[src/rtl/sio_xmit_pkg.sv]
package sio_xmit_pkg;

    typedef enum logic [1:0] {
        A_PROT = 2'd0,
        A_CTRL = 2'd1,
        A_RATE = 2'd2,
        A_DATA = 2'd3
    } reg_addr_e;

    typedef enum logic [1:0] {
        ST_IDLE,
        ST_SHIFT_LO,
        ST_SHIFT_HI,
        ST_EXT_RUN
    } xfer_state_e;

    // control byte layout, msb first
    typedef struct packed {
        logic       idle_hi;
        logic       internal;
        logic       spare;
        logic       msb_first;
        logic       port_sel;
        logic       out_dis;
        logic [1:0] clk_sel;
    } ctrl_t;

endpackage

[src/rtl/sio_regfile.sv]
module sio_regfile
    import sio_xmit_pkg::*;
#(
    parameter int DATA_W = 8,
    parameter int RATE_W = 8
) (
    input  logic              clk,
    input  logic              rst_n,
    input  logic              bus_wr,
    input  logic [1:0]        bus_addr,
    input  logic [DATA_W-1:0] bus_wdata,
    input  logic              busy,
    input  logic [DATA_W-1:0] rx_data,
    output logic [DATA_W-1:0] bus_rdata,
    output logic              prot_q,
    output ctrl_t             ctl_q,
    output logic [RATE_W-1:0] brg_q,
    output logic              load_req
);

    localparam int CTRL_W = $bits(ctrl_t);

    logic wr_prot, wr_ctrl, wr_rate, wr_data;

    always_comb begin
        wr_prot = bus_wr && (reg_addr_e'(bus_addr) == A_PROT);
        wr_ctrl = bus_wr && (reg_addr_e'(bus_addr) == A_CTRL);
        wr_rate = bus_wr && (reg_addr_e'(bus_addr) == A_RATE);
        wr_data = bus_wr && (reg_addr_e'(bus_addr) == A_DATA);
    end

    // protect enable lives exactly until the next write elsewhere
    always_ff @(posedge clk or negedge rst_n) begin
        if (!rst_n) begin
            prot_q <= 1'b0;
        end else if (wr_prot) begin
            prot_q <= bus_wdata[0];
        end else if (bus_wr) begin
            prot_q <= 1'b0;
        end
    end

    always_ff @(posedge clk or negedge rst_n) begin
        if (!rst_n) begin
            ctl_q <= '0;
        end else if (wr_ctrl && prot_q) begin
            ctl_q <= ctrl_t'(bus_wdata[CTRL_W-1:0]);
        end
    end

    always_ff @(posedge clk or negedge rst_n) begin
        if (!rst_n) begin
            brg_q <= '0;
        end else if (wr_rate && !busy) begin
            brg_q <= bus_wdata[RATE_W-1:0];
        end
    end

    assign load_req = wr_data && !busy;

    always_comb begin
        bus_rdata = '0;
        unique case (reg_addr_e'(bus_addr))
            A_PROT: bus_rdata = DATA_W'(prot_q);
            A_CTRL: bus_rdata = DATA_W'(ctl_q);
            A_RATE: bus_rdata = DATA_W'(brg_q);
            A_DATA: bus_rdata = rx_data;
        endcase
    end

endmodule

[src/rtl/sio_rate_gen.sv]
module sio_rate_gen #(
    parameter int RATE_W   = 8,
    parameter int TAP_A_LG = 3,
    parameter int TAP_B_LG = 5
) (
    input  logic              clk,
    input  logic              rst_n,
    input  logic              restart,
    input  logic              run,
    input  logic [1:0]        clk_sel,
    input  logic [RATE_W-1:0] brg,
    output logic              half_done
);

    localparam int PRE_W = TAP_B_LG;

    logic [PRE_W-1:0]  pre_cnt;
    logic [RATE_W-1:0] div_cnt;
    logic              tick;

    always_comb begin
        unique case (clk_sel)
            2'b00:   tick = 1'b1;
            2'b01:   tick = &pre_cnt[TAP_A_LG-1:0];
            2'b10:   tick = &pre_cnt;
            default: tick = 1'b0;
        endcase
    end

    always_ff @(posedge clk or negedge rst_n) begin
        if (!rst_n) begin
            pre_cnt <= '0;
            div_cnt <= '0;
        end else if (restart) begin
            pre_cnt <= '0;
            div_cnt <= brg;
        end else if (run) begin
            pre_cnt <= pre_cnt + 1'b1;
            if (tick) begin
                div_cnt <= (div_cnt == '0) ? brg : div_cnt - 1'b1;
            end
        end
    end

    assign half_done = run && tick && (div_cnt == '0);

endmodule

[src/rtl/sio_shift_fsm.sv]
module sio_shift_fsm
    import sio_xmit_pkg::*;
#(
    parameter int DATA_W = 8,
    parameter int SYNC_N = 2
) (
    input  logic              clk,
    input  logic              rst_n,
    input  logic              load_req,
    input  logic [DATA_W-1:0] load_data,
    input  logic              internal,
    input  logic              msb_first,
    input  logic              half_done,
    input  logic              ext_clk_in,
    input  logic              ser_in,
    output logic              busy,
    output logic              run,
    output logic              restart,
    output logic [DATA_W-1:0] sh_q,
    output logic              out_bit,
    output logic              sclk_q,
    output logic              irq_q
);

    localparam int CNT_W = $clog2(DATA_W);
    localparam logic [CNT_W-1:0] LAST = CNT_W'(DATA_W - 1);

    xfer_state_e      state, nxt;
    logic [CNT_W-1:0] bit_cnt;
    logic [SYNC_N:0]  ext_s;
    logic             ext_rise, ext_fall, last_bit;

    function automatic logic end_bit(input logic [DATA_W-1:0] v, input logic msb);
        return msb ? v[DATA_W-1] : v[0];
    endfunction

    function automatic logic [DATA_W-1:0] shift_in(input logic [DATA_W-1:0] v,
                                                   input logic b, input logic msb);
        return msb ? {v[DATA_W-2:0], b} : {b, v[DATA_W-1:1]};
    endfunction

    // external clock synchroniser plus edge history
    always_ff @(posedge clk or negedge rst_n) begin
        if (!rst_n) ext_s <= '1;
        else        ext_s <= {ext_s[SYNC_N-1:0], ext_clk_in};
    end

    assign ext_rise = ext_s[SYNC_N-1] && !ext_s[SYNC_N];
    assign ext_fall = !ext_s[SYNC_N-1] && ext_s[SYNC_N];
    assign last_bit = (bit_cnt == LAST);

    // state register
    always_ff @(posedge clk or negedge rst_n) begin
        if (!rst_n) state <= ST_IDLE;
        else        state <= nxt;
    end

    always_comb begin
        nxt = state;
        unique case (state)
            ST_IDLE:     if (load_req) nxt = internal ? ST_SHIFT_LO : ST_EXT_RUN;
            ST_SHIFT_LO: if (half_done) nxt = ST_SHIFT_HI;
            ST_SHIFT_HI: if (half_done) nxt = last_bit ? ST_IDLE : ST_SHIFT_LO;
            ST_EXT_RUN:  if (ext_rise && last_bit) nxt = ST_IDLE;
        endcase
    end

    // datapath and outputs
    always_ff @(posedge clk or negedge rst_n) begin
        if (!rst_n) begin
            sh_q    <= '0;
            out_bit <= 1'b0;
            bit_cnt <= '0;
            sclk_q  <= 1'b1;
            irq_q   <= 1'b0;
        end else begin
            unique case (state)
                ST_IDLE: begin
                    if (load_req) begin
                        sh_q    <= load_data;
                        out_bit <= end_bit(load_data, msb_first);
                        bit_cnt <= '0;
                        irq_q   <= 1'b0;
                        sclk_q  <= !internal;
                    end
                end
                ST_SHIFT_LO: begin
                    if (half_done) begin
                        sclk_q <= 1'b1;
                        sh_q   <= shift_in(sh_q, ser_in, msb_first);
                    end
                end
                ST_SHIFT_HI: begin
                    if (half_done) begin
                        if (last_bit) begin
                            irq_q <= 1'b1;
                        end else begin
                            sclk_q  <= 1'b0;
                            bit_cnt <= bit_cnt + 1'b1;
                            out_bit <= end_bit(sh_q, msb_first);
                        end
                    end
                end
                ST_EXT_RUN: begin
                    if (ext_rise) begin
                        sh_q <= shift_in(sh_q, ser_in, msb_first);
                        if (last_bit) irq_q <= 1'b1;
                        else          bit_cnt <= bit_cnt + 1'b1;
                    end else if (ext_fall) begin
                        out_bit <= end_bit(sh_q, msb_first);
                    end
                end
            endcase
        end
    end

    assign busy    = (state != ST_IDLE);
    assign run     = (state == ST_SHIFT_LO) || (state == ST_SHIFT_HI);
    assign restart = (state == ST_IDLE) && load_req && internal;

endmodule

[src/rtl/sio_xmit_unit.sv]
module sio_xmit_unit
    import sio_xmit_pkg::*;
#(
    parameter int DATA_W = 8,
    parameter int RATE_W = 8
) (
    input  logic              clk,
    input  logic              rst_n,
    input  logic              bus_wr,
    input  logic [1:0]        bus_addr,
    input  logic [DATA_W-1:0] bus_wdata,
    output logic [DATA_W-1:0] bus_rdata,
    input  logic              ser_in,
    input  logic              ext_clk_in,
    output logic              ser_out,
    output logic              ser_clk_out,
    output logic              ser_out_en,
    output logic              irq_flag
);

    logic              prot_q;
    ctrl_t             ctl_q;
    logic [RATE_W-1:0] brg_q;
    logic              load_req, busy, run_int, restart, half_done;
    logic [DATA_W-1:0] sh_q;
    logic              out_bit, sclk_q, irq_q;

    sio_regfile #(.DATA_W(DATA_W), .RATE_W(RATE_W)) u_regs (
        .clk(clk), .rst_n(rst_n),
        .bus_wr(bus_wr), .bus_addr(bus_addr), .bus_wdata(bus_wdata),
        .busy(busy), .rx_data(sh_q), .bus_rdata(bus_rdata),
        .prot_q(prot_q), .ctl_q(ctl_q), .brg_q(brg_q), .load_req(load_req)
    );

    sio_rate_gen #(.RATE_W(RATE_W)) u_rate (
        .clk(clk), .rst_n(rst_n),
        .restart(restart), .run(run_int),
        .clk_sel(ctl_q.clk_sel), .brg(brg_q), .half_done(half_done)
    );

    sio_shift_fsm #(.DATA_W(DATA_W)) u_fsm (
        .clk(clk), .rst_n(rst_n),
        .load_req(load_req), .load_data(bus_wdata),
        .internal(ctl_q.internal), .msb_first(ctl_q.msb_first),
        .half_done(half_done), .ext_clk_in(ext_clk_in), .ser_in(ser_in),
        .busy(busy), .run(run_int), .restart(restart),
        .sh_q(sh_q), .out_bit(out_bit), .sclk_q(sclk_q), .irq_q(irq_q)
    );

    always_comb begin
        if (!busy && ctl_q.internal) ser_out = ctl_q.idle_hi;
        else                         ser_out = out_bit;
    end

    assign ser_out_en  = ctl_q.port_sel && !ctl_q.out_dis;
    assign ser_clk_out = sclk_q;
    assign irq_flag    = irq_q;

endmodule

[config.mk]
export PLATFORM = sky130hd
export DESIGN_NAME = sio_xmit_unit
export DESIGN_NICKNAME = d
export VERILOG_FILES = /design/src/rtl/sio_xmit_pkg.sv /design/src/rtl/sio_regfile.sv /design/src/rtl/sio_rate_gen.sv /design/src/rtl/sio_shift_fsm.sv /design/src/rtl/sio_xmit_unit.sv
export SDC_FILE = /design/constraint.sdc
export NUM_CORES = 1
export LEC_CHECK = 0
export ABC_AREA = 1
export ABC_CLOCK_PERIOD_IN_PS = 2460
export BUFFER_PORTS_ARGS = -buffer_cell sky130_fd_sc_hd__buf_4
export CAP_MARGIN = 20
export CORE_MARGIN = 2
export CORE_UTILIZATION = 55
export CTS_CLUSTER_DIAMETER = 200
export CTS_CLUSTER_SIZE = 40
export DETAILED_ROUTE_END_ITERATION = 6
export HOLD_SLACK_MARGIN = 0.1
export PLACE_DENSITY = 0.81
export SKIP_CTS_REPAIR_TIMING = 1
export SYNTH_ARGS = -nofsm -noshare
export SYNTH_HDL_FRONTEND = slang
export SYNTH_SLANG_ARGS = --single-unit
[constraint.sdc]
create_clock -name clk -period 2.46 [get_ports clk]
set_input_delay 0.492 -clock clk [delete_from_list [all_inputs] [get_ports clk]]
set_output_delay 0.492 -clock clk [all_outputs]
set_load 0.02 [all_outputs]
==> results.toml <==
[critical_path]
critPathKind = "reg2out"
r2r-end = "u_rate.div_cnt[3]"
cp-startpoint = "u_fsm.state[1]"
timing.rr.start = "u_fsm.state[1]"
max_stage_delay_ns = 0.43
crit_family = "flip-flops"
ff2ff_path_depth = 7
crit_chain = "inv_1, ha_1, nand2_1, inv_2, nand2_1, nand2_1, buf_4"
cp_num_buf_inv = 3
reg2reg_slack_ns = 0.49
path_depth = 7
crit_required_ns = 1.97
crit_arrival_ns = 1.71
cp_max_fo = 6
start_kind = "register"
cp-end-kind = "output pin"
crit_slowest_cell = "dfrtp_1"
crit_path_end = "ser_out"
crit_path_frequent_cell = "nand2_1"

[floorplanning]
dieArea_um2 = 5830
fp-row-count = 26
ios = 27
fp.dieW_um = 76.4
die_h_um = 76.4
initial_core_util_pct = 56.8
core_um2 = 5070

[synthesis]
synthMuxAreaShare_pct = 0
async_reset_ff_share_pct = 100
yosysUniqueCellTypes = 33
yosysTopAreaCellShare_pct = 39.1
synthAdderAreaFrac_pct = 5.21
netlist_top_cells_area = "dfrtp_1 (39%), nand2_1 (14%), o21ai_0 (8.0%)"
yosysTopAreaCell = "dfrtp_1"
synth-simple-area-share_pct = 25.8
synth_compound_gate_area_share_pct = 17.5
ys_ff_latch = 49
yosys_warnings = 0
netlist_instances = 371
syn_area_um2 = 2880
synth_edf_count = 0
avgSynthCellArea_um2 = 7.76
synth_xor_area_share_pct = 0.304
synth_top_family_by_area = "simple AND/OR/NAND/NOR gates"
syn-num-nets = 398
synth_top_flop_cell = "dfrtp_1"
yosysSeqAreaShare_pct = 42.7

[global_routing]
antenna_found_initial = 0
grt-ovfl-total = 0
grt.total_usage_pct = 21.7
grt_pass1_vias = 2294
grt_max_degree = 50
grt_pass1_wl_mm = 10.4

[clock_tree]
clock_latency_ns = 0.30
cts_buffers = 5
htree_num_levels = 2
clk_path_buf_depth = 2
path_clk_slew_ns = 0.09
cts_sinks = 49
cts_tree = "built"
root_buffer = "clkbuf_8"

[power_and_ir_drop]
switching_share_pct = 45.3
pwr_density_cell_nw_per_um2 = 1260
p_switching_mw = 1.84
combPwrFrac_pct = 51.4
pwr-share-seq_pct = 34.7
p_int_mw = 2.23
power_leakage_nw = 1.61
peakVddDrop_mv = 0.654
pwr-share-clk_pct = 13.9

[timing]
setup_slack_ns = 0.259
tightest_slew_ns = 0.845
clock_skew_ns = 0.00704
slew_headroom_pct = 43.5
layout_min_cycle_time_ns = 2.20
slew_violations = 0
max_freq_mhz = 454
post-route-period-util_pct = 89.5
rsz0062_at_grt = "false"
finalSetupViolations = 0
tns_ns = 0
hold_viol = 0

[routing]
via_per_inst = 5.21
ant_nets = 0
num_vias = 2431
drc = 0
drt-total-wl_mm = 5.87
post_drt_wl_per_cell_um = 12.6
drt_iter0_drc = 101
drt_pass1_iterations = 4

[job]
drv_cap = 0

[placement]
place_congestion = 0.885
dp_hpwl_mm = 4.45
pre_cts_slack_ns = 0.482
port_buffers = 26

[finish]
nFillCells = 460
drive_gt1_share_pct = 15.9
area_growth_pct = 11.8
nNetsFinal = 423
diodes = 0
mostFrequentLayoutCell = "nand2_1"
multiInputGateArea_um2 = 1410
final_cell_mix = "nand2_1 (107), inv_1 (47), o21ai_0 (46), dfrtp_1 (45), buf_4 (26)"
seq_area_um2 = 1230

[hold_path]
hp-class = "in2async"

[status]
status = "finished, final reports clean"
-- metrics by stage --
stage / utilization [%] / total power, mW / area, µm² / cells / hold slack [ns]
global placement: 61.3 / 3.45 / 3110 / 459 / 0.346
CTS: 63.5 / 4.09 / 3220 / 467 / 0.223
finish: 63.5 / 4.07 / 3220 / 467 / 0.197
floorplan: - / 3.06 / 2880 / 371 / 0.196
detailed placement: 61.3 / 3.52 / 3110 / 459 / 0.347
global route: 63.5 / 4.48 / 3220 / 467 / 0.257
-- registers in the layout (all words and copies together), names as in the netlist --
signal and count:
u_fsm.irq_q 1, u_regs.brg_q 8, u_regs.prot_q 1, u_rate.div_cnt 8, u_fsm.ext_s 3, u_fsm.out_bit 1
u_fsm.bit_cnt 3, u_rate.pre_cnt 5, u_regs.ctl_q 8, u_fsm.sh_q 8, u_fsm.sclk_q 1, u_fsm.state 2
-- worst min path at each step --
stage              startpoint          endpoint  slack, ns  depth (start not counted)
3_3_place_gp   u_fsm.ext_s[0]    u_fsm.ext_s[1]       0.35                          0
5_1_grt                 rst_n     u_fsm.sh_q[3]       0.26                          1
6_report                rst_n   u_regs.ctl_q[3]       0.20                          1
4_1_cts                 rst_n   u_regs.ctl_q[7]       0.22                          1
3_5_place_dp   u_fsm.ext_s[0]    u_fsm.ext_s[1]       0.35                          0
2_1_floorplan           rst_n  u_fsm.bit_cnt[0]       0.20                          0
-- logic make-up after synthesis --
family,Yosys count
buffers and inverters,58
adder cells (fa/ha/maj),12
AND/OR/NAND/NOR,165
XOR/XNOR,1
AO/OA/AOI/OAI,86
flip-flops,49
-- per-layer routing --
layer | track usage, % | vias up | share of wire [%]
met5 | 0 | - | 0
met4 | 5.45 | 0 | 1.4
met3 | 3.91 | 9 | 3.5
met2 | 35.4 | 38 | 48
met1 | 30.0 | 1129 | 47
li1 | - | 1255 | -
-- cell type report --
class | instances | share of cell area (%)
tap | 70 | 2.72
clock buffer | 6 | 2.25
timing repair buffer | 26 | 6.06
multi-input combinational | 264 | 43.7
clock inverter | 2 | 1.09
sequential | 49 | 38.2
inverter | 50 | 5.98
-- worst reg2reg max path, cell delays in order, from the launching register on --
cell	delay (ns)
dfrtp_1	0.41
inv_1	0.09
ha_1	0.45
nand2_1	0.13
o21ai_2	0.45
o21ai_0	0.18
nand2_1	0.10
o21ai_1	0.06
-- cell usage after synthesis, types with 2 or more instances --
cell,number
a21oi_1,7
buf_2,4
buf_6,2
clkbuf_1,2
dfrtp_1,45
dfstp_2,4
ha_1,12
inv_1,47
inv_2,2
nand2_1,107
nand2_4,5
nand3_1,18
nand3_2,2
nor2_1,22
nor2_2,4
nor2_4,2
o211ai_1,7
o21ai_0,46
o21ai_1,7
o21ai_2,9
o221ai_1,2
o22ai_1,4
-- power groups by stage --
stage | combinational, mW | clock (mW) | sequential [mW]
after floorplan | 1.71 | 0 | 1.35
after global placement | 2.03 | 0 | 1.41
after detailed placement | 2.09 | 0 | 1.43
after CTS | 2.10 | 0.582 | 1.41
after global routing | 2.39 | 0.616 | 1.47
final | 2.09 | 0.565 | 1.41
Note: power is estimated with default switching activity, not from simulation.
